$ cat src/rtl/acc_link_pkg.sv
// Package: shared bit positions for the accumulator and link unit.
// Assumes a 12-bit register-operation field and a 5-bit operation select.
package acc_link_pkg;

    // Operation select bit positions (lowest set bit wins)
    localparam int OPI_AND   = 0;
    localparam int OPI_ADD   = 1;
    localparam int OPI_LOAD  = 2;
    localparam int OPI_REG   = 3;
    localparam int OPI_INPUT = 4;
    localparam int OP_COUNT  = 5;

    // Register field layout
    localparam int FIELD_W    = 12;
    localparam int FB_CLR_ACC = 11;
    localparam int FB_CLR_LNK = 10;
    localparam int FB_INV_ACC = 9;
    localparam int FB_INV_LNK = 8;
    localparam int FB_ROT_R   = 7;
    localparam int FB_ROT_L   = 6;
    localparam int FB_INC     = 5;
    localparam int FB_SKP_POS = 4;
    localparam int FB_SKP_NEG = 3;
    localparam int FB_SKP_ZRO = 2;
    localparam int FB_SKP_LNK = 1;
    localparam int FB_HALT    = 0;

    // Widths of the two field groups
    localparam int FN_W   = FB_CLR_ACC - FB_INC + 1;     // AC/link actions
    localparam int TEST_W = FB_SKP_POS - FB_HALT + 1;    // skip tests and halt

endpackage

$ cat src/rtl/acc_link_opsel.sv
// Module: acc_link_opsel
// Turns a multi-hot request vector into a one-hot grant.
// The lowest-numbered set bit wins. An all-zero request gives an all-zero grant.
module acc_link_opsel #(
    parameter int N = 5
) (
    input  logic [N-1:0] req,
    output logic [N-1:0] gnt
);

    // Scan from the top down so that the lowest set bit overwrites the others
    always_comb begin
        gnt = '0;
        for (int i = N - 1; i >= 0; i--) begin
            if (req[i]) begin
                gnt    = '0;
                gnt[i] = 1'b1;
            end
        end
    end

endmodule

$ cat src/rtl/acc_link_memops.sv
// Module: acc_link_memops
// Results of the data-operand and input operations: AND, ADD, LOAD, INPUT.
// Assumes CHAR_W < DATA_W. All results are offered in parallel, and the top module chooses one.
module acc_link_memops #(
    parameter int DATA_W = 16,
    parameter int CHAR_W = 8
) (
    input  logic [DATA_W-1:0] acc_in,
    input  logic [DATA_W-1:0] data_in,
    input  logic [CHAR_W-1:0] char_in,
    output logic [DATA_W-1:0] and_acc,
    output logic [DATA_W-1:0] add_acc,
    output logic              add_carry,
    output logic [DATA_W-1:0] load_acc,
    output logic [DATA_W-1:0] input_acc
);

    localparam int HI_W = DATA_W - CHAR_W;

    // Bitwise AND and straight load
    always_comb begin
        and_acc  = acc_in & data_in;
        load_acc = data_in;
    end

    // Full-width add, with the carry-out kept for the link
    always_comb begin
        {add_carry, add_acc} = {1'b0, acc_in} + {1'b0, data_in};
    end

    // Input character replaces the low bits and the upper bits are kept
    always_comb begin
        input_acc = {acc_in[DATA_W-1 -: HI_W], char_in};
    end

endmodule

$ cat src/rtl/acc_link_regops.sv
// Module: acc_link_regops
// Accumulator and link actions selected by the upper bits of the register field.
// When several action bits are set, only the lowest-numbered one is applied.
// The input slice holds field bits FB_CLR_ACC down to FB_INC.
module acc_link_regops
    import acc_link_pkg::*;
#(
    parameter int DATA_W = 16
) (
    input  logic [FN_W-1:0]   fn_bits,
    input  logic [DATA_W-1:0] acc_in,
    input  logic              link_in,
    output logic [DATA_W-1:0] acc_out,
    output logic              link_out
);

    localparam logic [DATA_W-1:0] ONE = {{(DATA_W-1){1'b0}}, 1'b1};

    logic [FN_W-1:0] pick;

    // Keep only the lowest-numbered action bit
    acc_link_opsel #(.N(FN_W)) i_pick (
        .req (fn_bits),
        .gnt (pick)
    );

    // Apply the single chosen action, or pass the inputs through when none is set
    always_comb begin
        acc_out  = acc_in;
        link_out = link_in;
        if (pick[FB_CLR_ACC - FB_INC]) begin
            acc_out = '0;
        end else if (pick[FB_CLR_LNK - FB_INC]) begin
            link_out = 1'b0;
        end else if (pick[FB_INV_ACC - FB_INC]) begin
            acc_out = ~acc_in;
        end else if (pick[FB_INV_LNK - FB_INC]) begin
            link_out = ~link_in;
        end else if (pick[FB_ROT_R - FB_INC]) begin
            acc_out  = {link_in, acc_in[DATA_W-1:1]};
            link_out = acc_in[0];
        end else if (pick[FB_ROT_L - FB_INC]) begin
            acc_out  = {acc_in[DATA_W-2:0], link_in};
            link_out = acc_in[DATA_W-1];
        end else if (pick[FB_INC - FB_INC]) begin
            acc_out = acc_in + ONE;
        end
    end

endmodule

$ cat src/rtl/acc_link_tests.sv
// Module: acc_link_tests
// Skip and halt requests taken from the low bits of the register field.
// Every test looks at the incoming accumulator and link. The enabled tests are ORed.
module acc_link_tests
    import acc_link_pkg::*;
#(
    parameter int DATA_W = 16
) (
    input  logic              enable,
    input  logic [TEST_W-1:0] test_bits,
    input  logic [DATA_W-1:0] acc_in,
    input  logic              link_in,
    output logic              skip_req,
    output logic              halt_req
);

    logic [TEST_W-1:0] hit;

    // One condition per skip bit, ANDed with its enable
    always_comb begin
        hit                          = '0;
        hit[FB_SKP_POS - FB_HALT]    = test_bits[FB_SKP_POS - FB_HALT] & ~acc_in[DATA_W-1];
        hit[FB_SKP_NEG - FB_HALT]    = test_bits[FB_SKP_NEG - FB_HALT] &  acc_in[DATA_W-1];
        hit[FB_SKP_ZRO - FB_HALT]    = test_bits[FB_SKP_ZRO - FB_HALT] & (acc_in == '0);
        hit[FB_SKP_LNK - FB_HALT]    = test_bits[FB_SKP_LNK - FB_HALT] & ~link_in;
    end

    // Requests exist only while the register-field operation is the chosen one
    always_comb begin
        skip_req = enable & (|hit);
        halt_req = enable & test_bits[FB_HALT - FB_HALT];
    end

endmodule

$ cat src/rtl/acc_link_unit.sv
// Module: acc_link_unit (top)
// Next-state logic for an accumulator and its link flag.
// Purely combinational. The caller holds the registers and acts on skip and halt.
// Assumes the select is meant to be one-hot. If it is not, the lowest set bit wins.
module acc_link_unit
    import acc_link_pkg::*;
#(
    parameter int DATA_W = 16,
    parameter int CHAR_W = 8
) (
    input  logic [OP_COUNT-1:0] op_sel,
    input  logic [DATA_W-1:0]   acc_in,
    input  logic                link_in,
    input  logic [DATA_W-1:0]   data_in,
    input  logic [CHAR_W-1:0]   char_in,
    input  logic [FIELD_W-1:0]  reg_field,
    output logic [DATA_W-1:0]   acc_out,
    output logic                link_out,
    output logic                skip_req,
    output logic                halt_req
);

    logic [OP_COUNT-1:0] op_gnt;
    logic [DATA_W-1:0]   and_acc, add_acc, load_acc, input_acc, reg_acc;
    logic                add_carry, reg_link;

    acc_link_opsel #(.N(OP_COUNT)) i_opsel (
        .req (op_sel),
        .gnt (op_gnt)
    );

    acc_link_memops #(.DATA_W(DATA_W), .CHAR_W(CHAR_W)) i_memops (
        .acc_in    (acc_in),
        .data_in   (data_in),
        .char_in   (char_in),
        .and_acc   (and_acc),
        .add_acc   (add_acc),
        .add_carry (add_carry),
        .load_acc  (load_acc),
        .input_acc (input_acc)
    );

    acc_link_regops #(.DATA_W(DATA_W)) i_regops (
        .fn_bits  (reg_field[FB_CLR_ACC:FB_INC]),
        .acc_in   (acc_in),
        .link_in  (link_in),
        .acc_out  (reg_acc),
        .link_out (reg_link)
    );

    acc_link_tests #(.DATA_W(DATA_W)) i_tests (
        .enable    (op_gnt[OPI_REG]),
        .test_bits (reg_field[FB_SKP_POS:FB_HALT]),
        .acc_in    (acc_in),
        .link_in   (link_in),
        .skip_req  (skip_req),
        .halt_req  (halt_req)
    );

    // Choose the result of the granted operation class, or hold when none is granted
    always_comb begin
        acc_out  = acc_in;
        link_out = link_in;
        if (op_gnt[OPI_AND]) begin
            acc_out = and_acc;
        end else if (op_gnt[OPI_ADD]) begin
            acc_out  = add_acc;
            link_out = add_carry;
        end else if (op_gnt[OPI_LOAD]) begin
            acc_out = load_acc;
        end else if (op_gnt[OPI_REG]) begin
            acc_out  = reg_acc;
            link_out = reg_link;
        end else if (op_gnt[OPI_INPUT]) begin
            acc_out = input_acc;
        end
    end

endmodule

$ cat config.mk
export PLATFORM = sky130hd
export DESIGN_NAME = acc_link_unit
export DESIGN_NICKNAME = d
export VERILOG_FILES = /design/src/rtl/acc_link_pkg.sv /design/src/rtl/acc_link_opsel.sv /design/src/rtl/acc_link_memops.sv /design/src/rtl/acc_link_regops.sv /design/src/rtl/acc_link_tests.sv /design/src/rtl/acc_link_unit.sv
export SDC_FILE = /design/constraint.sdc
export NUM_CORES = 1
export LEC_CHECK = 0
export ABC_AREA = 1
export BUFFER_PORTS_ARGS = -buffer_cell sky130_fd_sc_hd__buf_4
export CORE_MARGIN = 5
export CORE_UTILIZATION = 50
export DETAILED_ROUTE_END_ITERATION = 10
export PLACE_DENSITY = 0.79
export SLEW_MARGIN = 40
export SYNTH_ARGS = -nofsm -noshare
export SYNTH_HDL_FRONTEND = slang
export SYNTH_HIERARCHICAL = 1
export SYNTH_SLANG_ARGS = --single-unit
export TNS_END_PERCENT = 1
$ cat constraint.sdc
create_clock -name vclk -period 4.55
set_clock_uncertainty 0.05 [all_clocks]
set_input_delay 0.455 -clock vclk [all_inputs]
set_output_delay 0.455 -clock vclk [all_outputs]
set_load 0.02 [all_outputs]
After elaboration in Yosys (flattened, before gate mapping) --
Cells that the tools add are included.
Storage, ports and cells: bits in latches 0, word-level logic and storage cells 48, flip-flop bits (word level) 0, bits in writable memories 0, ROM bits 0, memories kept 0
Operators by class: reductions and logical operators 2, equality and inequality tests 0, shifts and indexed selects 0, add/subtract/negate cells 2, $lt $le $gt $ge 0, divide/modulo/power cells 0, multipliers 0, muxes and demuxes 34, bitwise logic cells 10
Operators with widths (count):
- two-way mux 16 bit | 11
- two-way mux 7 bit | 7
- two-way mux 5 bit | 5
- adder 16 x 16 -> 17 bit | 1
- adder 16 x 1 -> 16 bit, second input constant | 1
- AND 16 bit | 1
- zero test 16 bit | 1
- NOT 16 bit | 1
- two-way mux 1 bit | 10
- two-way mux 8 bit | 1
- AND 1 bit | 6
- OR reduction 4 bit | 1
- NOT 1 bit | 2

Depth between registers and ports, before layout --
depth in word-level cells 18, gate-level depth with buffers 18, mapped depth without buffers 18

By module --
Netlist, hierarchy kept.
By module, submodules not included:
- acc_link_regops | times used 1, cells each 254, area an instance 1273.7 µm², sequential area each 0.0 µm²
- acc_link_memops | times used 1, cells each 218, area an instance 1213.7 µm², sequential area each 0.0 µm²
- acc_link_unit | times used 1, cells each 237, area an instance 1117.3 µm², sequential area each 0.0 µm²
- acc_link_tests | times used 1, cells each 23, area an instance 102.6 µm², sequential area each 0.0 µm²
- acc_link_opsel at i_regops.i_pick | times used 1, cells each 17, area an instance 70.1 µm², sequential area each 0.0 µm²
- acc_link_opsel at i_opsel | times used 1, cells each 11, area an instance 46.3 µm², sequential area each 0.0 µm²

Least setup slack after synthesis --
OpenSTA, ideal clock, no wires.
kind input -> output, from input port acc_in[0], to output port acc_out[12], stages 13, setup slack 2.123 ns, data arrival time 1.922 ns, cell sequence ha_1 > fa_1 > nand2_1 > nand2_1 > and2_1 > nand3_1 > nand3_1 > nand2_1 > nand2_1 > nor2_1 > nor2_1 > nand2_1 > nand2_1
RTL lines:
- start, declared | line acc_link_unit.sv:12 | input logic [DATA_W-1:0] acc_in,
- adder 16 x 16 -> 17 bit | line acc_link_memops.sv:28 | {add_carry, add_acc} = {1'b0, acc_in} + {1'b0, data_in};
- net add_acc[12] | line acc_link_unit.sv:24 | logic [DATA_W-1:0] and_acc, add_acc, load_acc, input_acc, reg_acc;
- two-way mux 16 bit | line acc_link_unit.sv:66 | end else if (op_gnt[OPI_ADD]) begin
- two-way mux 16 bit | line acc_link_unit.sv:64 | if (op_gnt[OPI_AND]) begin
- end, declared | line acc_link_unit.sv:17 | output logic [DATA_W-1:0] acc_out,
The timed path passes the listed nets, and every way through them passes these cells.

Worst setup path after layout --
from input port reg_field[5], to output port acc_out[15]
RTL lines:
- start, declared | line acc_link_unit.sv:16 | input logic [FIELD_W-1:0] reg_field,
- two-way mux 7 bit | line acc_link_opsel.sv:15 | if (req[i]) begin
- net i_regops.pick[4] | line acc_link_regops.sv:19 | logic [FN_W-1:0] pick;
- two-way mux 16 bit | line acc_link_regops.sv:35 | end else if (pick[FB_INV_ACC - FB_INC]) begin
- two-way mux 16 bit | line acc_link_regops.sv:33 | end else if (pick[FB_CLR_LNK - FB_INC]) begin
- two-way mux 16 bit | line acc_link_regops.sv:31 | if (pick[FB_CLR_ACC - FB_INC]) begin
- net reg_acc[15] | line acc_link_unit.sv:24
- two-way mux 16 bit | line acc_link_unit.sv:71 | end else if (op_gnt[OPI_REG]) begin
- two-way mux 16 bit | line acc_link_unit.sv:69 | end else if (op_gnt[OPI_LOAD]) begin
- two-way mux 16 bit | line acc_link_unit.sv:66
- two-way mux 16 bit | line acc_link_unit.sv:64
The timed path passes the listed nets, and every way through them passes these cells.

==> metrics.cfg <==
[placement]
dp_slack_ps=1581
place_congestion=0.9124
dp_hpwl_mm=9.200
portBuffers=77

[worst_hold_path]
hp-class=primary input to output port

[cts]
post_cts_resized=0
post_cts_buffers=0
holdBufCountCts=0

[floorplan]
ioPinCount=77
rows=31
die_height_um=97.45
die_w_um=97.45
dieArea_um2=9497
start_util_pct=52.16
core_um2=7331

[cells_and_area]
clkbuf_count=0
drive_above_1_share_pct=19.38
num_antenna_cells=0
seq_cell_count=0
seq_area_um2=0
nets=857
syn_to_final_growth_pct=8.410
fillers=754

[timing]
fin_setup_tns_ps=0
max_slew.worst_pin.slew_ps=505.2
final_max_slew_viol_count=0
setup_viol=0
finalCriticalPeriod_ps=2988
rsz0062_at_grt=no
relSlewSlack_pct=66.19
fmax_ghz=0.3347
setup_slack_ps=1562
finalHoldViolCount=0
fin_crit_sh_pct=65.67

[yosys]
synth_common_cells=nand2_1 (245), a21oi_1 (104), inv_1 (83)
yosysSeqAreaShare_pct=0
yosys_warnings=6
synth.distinct_cells=42
postSynthAreaPerCell_um2=5.031
synth_largest_area_cell=nand2_1
netlist.area_leader.share_pct=24.05
yosysMostFrequentCell=nand2_1
syn_inst=760
synth_area_um2=3824
yosys-top-cells-area=nand2_1 (24%), a21oi_1 (14%), inv_1 (8.1%), buf_4 (7.3%), nor2_1 (6.8%)
synth_nets=836

[detailed_routing]
drt_iter0_markers=370
detail-route-antenna-nets=0
drcViolationCount=0
vias=4769
wl_mm=11.63
detail_route.wl_per_cell_um=13.25
drtPass1Iterations=5
viasPerCell=5.432

[grt]
grt_pass1_wl_mm=19.93
grt_overflow_total=0
antenna_found_initial=0
grt_max_degree=38
grt_pass1_vias=4523
grt.total_usage_pct=23.55

[power]
power.density_cell_area_nw_per_um2=106.1
irDropWorstVdd_uv=69.76
leakage_nw=2.343

[setup_path]
required_ps=4050
cp_max_fo=23
cpMostUsedCell=nand2_1
crit_path_max_incr_delay_ps=410
start_kind=primary input
cp_slowest_cell=nor2_1
cp_cell_sequence=buf_4 > nor2_1 > nand2_1 > nor2_1 > buf_4 > inv_1 > nor2_1 > nor2_1 > a21oi_1 > inv_1 > a21oi_1 > nand2_1 > nand2_1 > nand2_1 > nand2_1 > buf_4
cp-end-kind=output port
path_class=primary input to output port
arrival_ps=2480

[flow_run]
max_cap_violations=0

[status]
status=finished, final reports clean

==> final timing paths <==
path	slack (ps)	end	cells after the start	start
min	1150	halt_req	4	reg_field[0]
max	1560	acc_out[15]	16	reg_field[5]
==> critical path, delay by kind of cell <==
family / cells / cell delay, ps
buf+inv: 5 / 780
compound gates: 2 / 250
simple gates: 9 / 990
==> area by class of cell <==
type	count	area (um^2)	area share (%)
Timing Repair Buffer	86	645.6	15.57
Tap cell	99	123.9	2.988
Multi-Input combinational cell	598	3009	72.59
Inverter	95	366.6	8.844
==> power breakdown <==
group          switching, mW  internal, mW  total, mW
combinational          0.270         0.170      0.440
sequential                 0             0          0
clock                      0             0          0
total                  0.270         0.170      0.440
==> per-layer routing <==
layer | wire length [um] | global-route usage (%)
met5 | 0 | 0
met4 | 136 | 4.047
met3 | 723 | 1.938
met2 | 5677 | 42.86
met1 | 5092 | 30.43
==> logic make-up (layout without fill, tap and decap cells) <==
family | after synthesis | after routing | share of synthesized area [%]
adders and majority gates | 18 | 18 | 6.086
AOI/OAI and AO/OA | 160 | 160 | 22.32
buffers and inverters | 162 | 181 | 21.56
xor gates and xnor gates | 10 | 10 | 2.290
and+or+nand+nor | 410 | 410 | 47.74
==> stage by stage <==
step | cells | hold slack, ps | util [%] | power [mW] | area (um^2)
3_3_place_gp | 878 | 1144 | 56.55 | 0.4284 | 4145
2_1_floorplan | 760 | 989.3 | - | 0.3124 | 3824
4_1_cts | 878 | 1149 | 56.55 | 0.4380 | 4145
3_5_place_dp | 878 | 1145 | 56.55 | 0.4359 | 4145
6_report | 878 | 1150 | 56.55 | 0.4400 | 4145
5_1_grt | 878 | 1175 | 56.55 | 0.4932 | 4145
==> placed cells by master, fill, tap and decap left out, drive strengths merged, types with 2 or more instances in the layout <==
cell type  count
o211ai         7
o21ai         40
nor3          10
ha            17
a21oi        108
o21bai         2
or2            2
nor2          77
nand2        268
nand3b         2
inv           94
xor2          10
buf           86
nand3         47
nand4          2
Note: power is estimated with default switching activity, not from simulation.
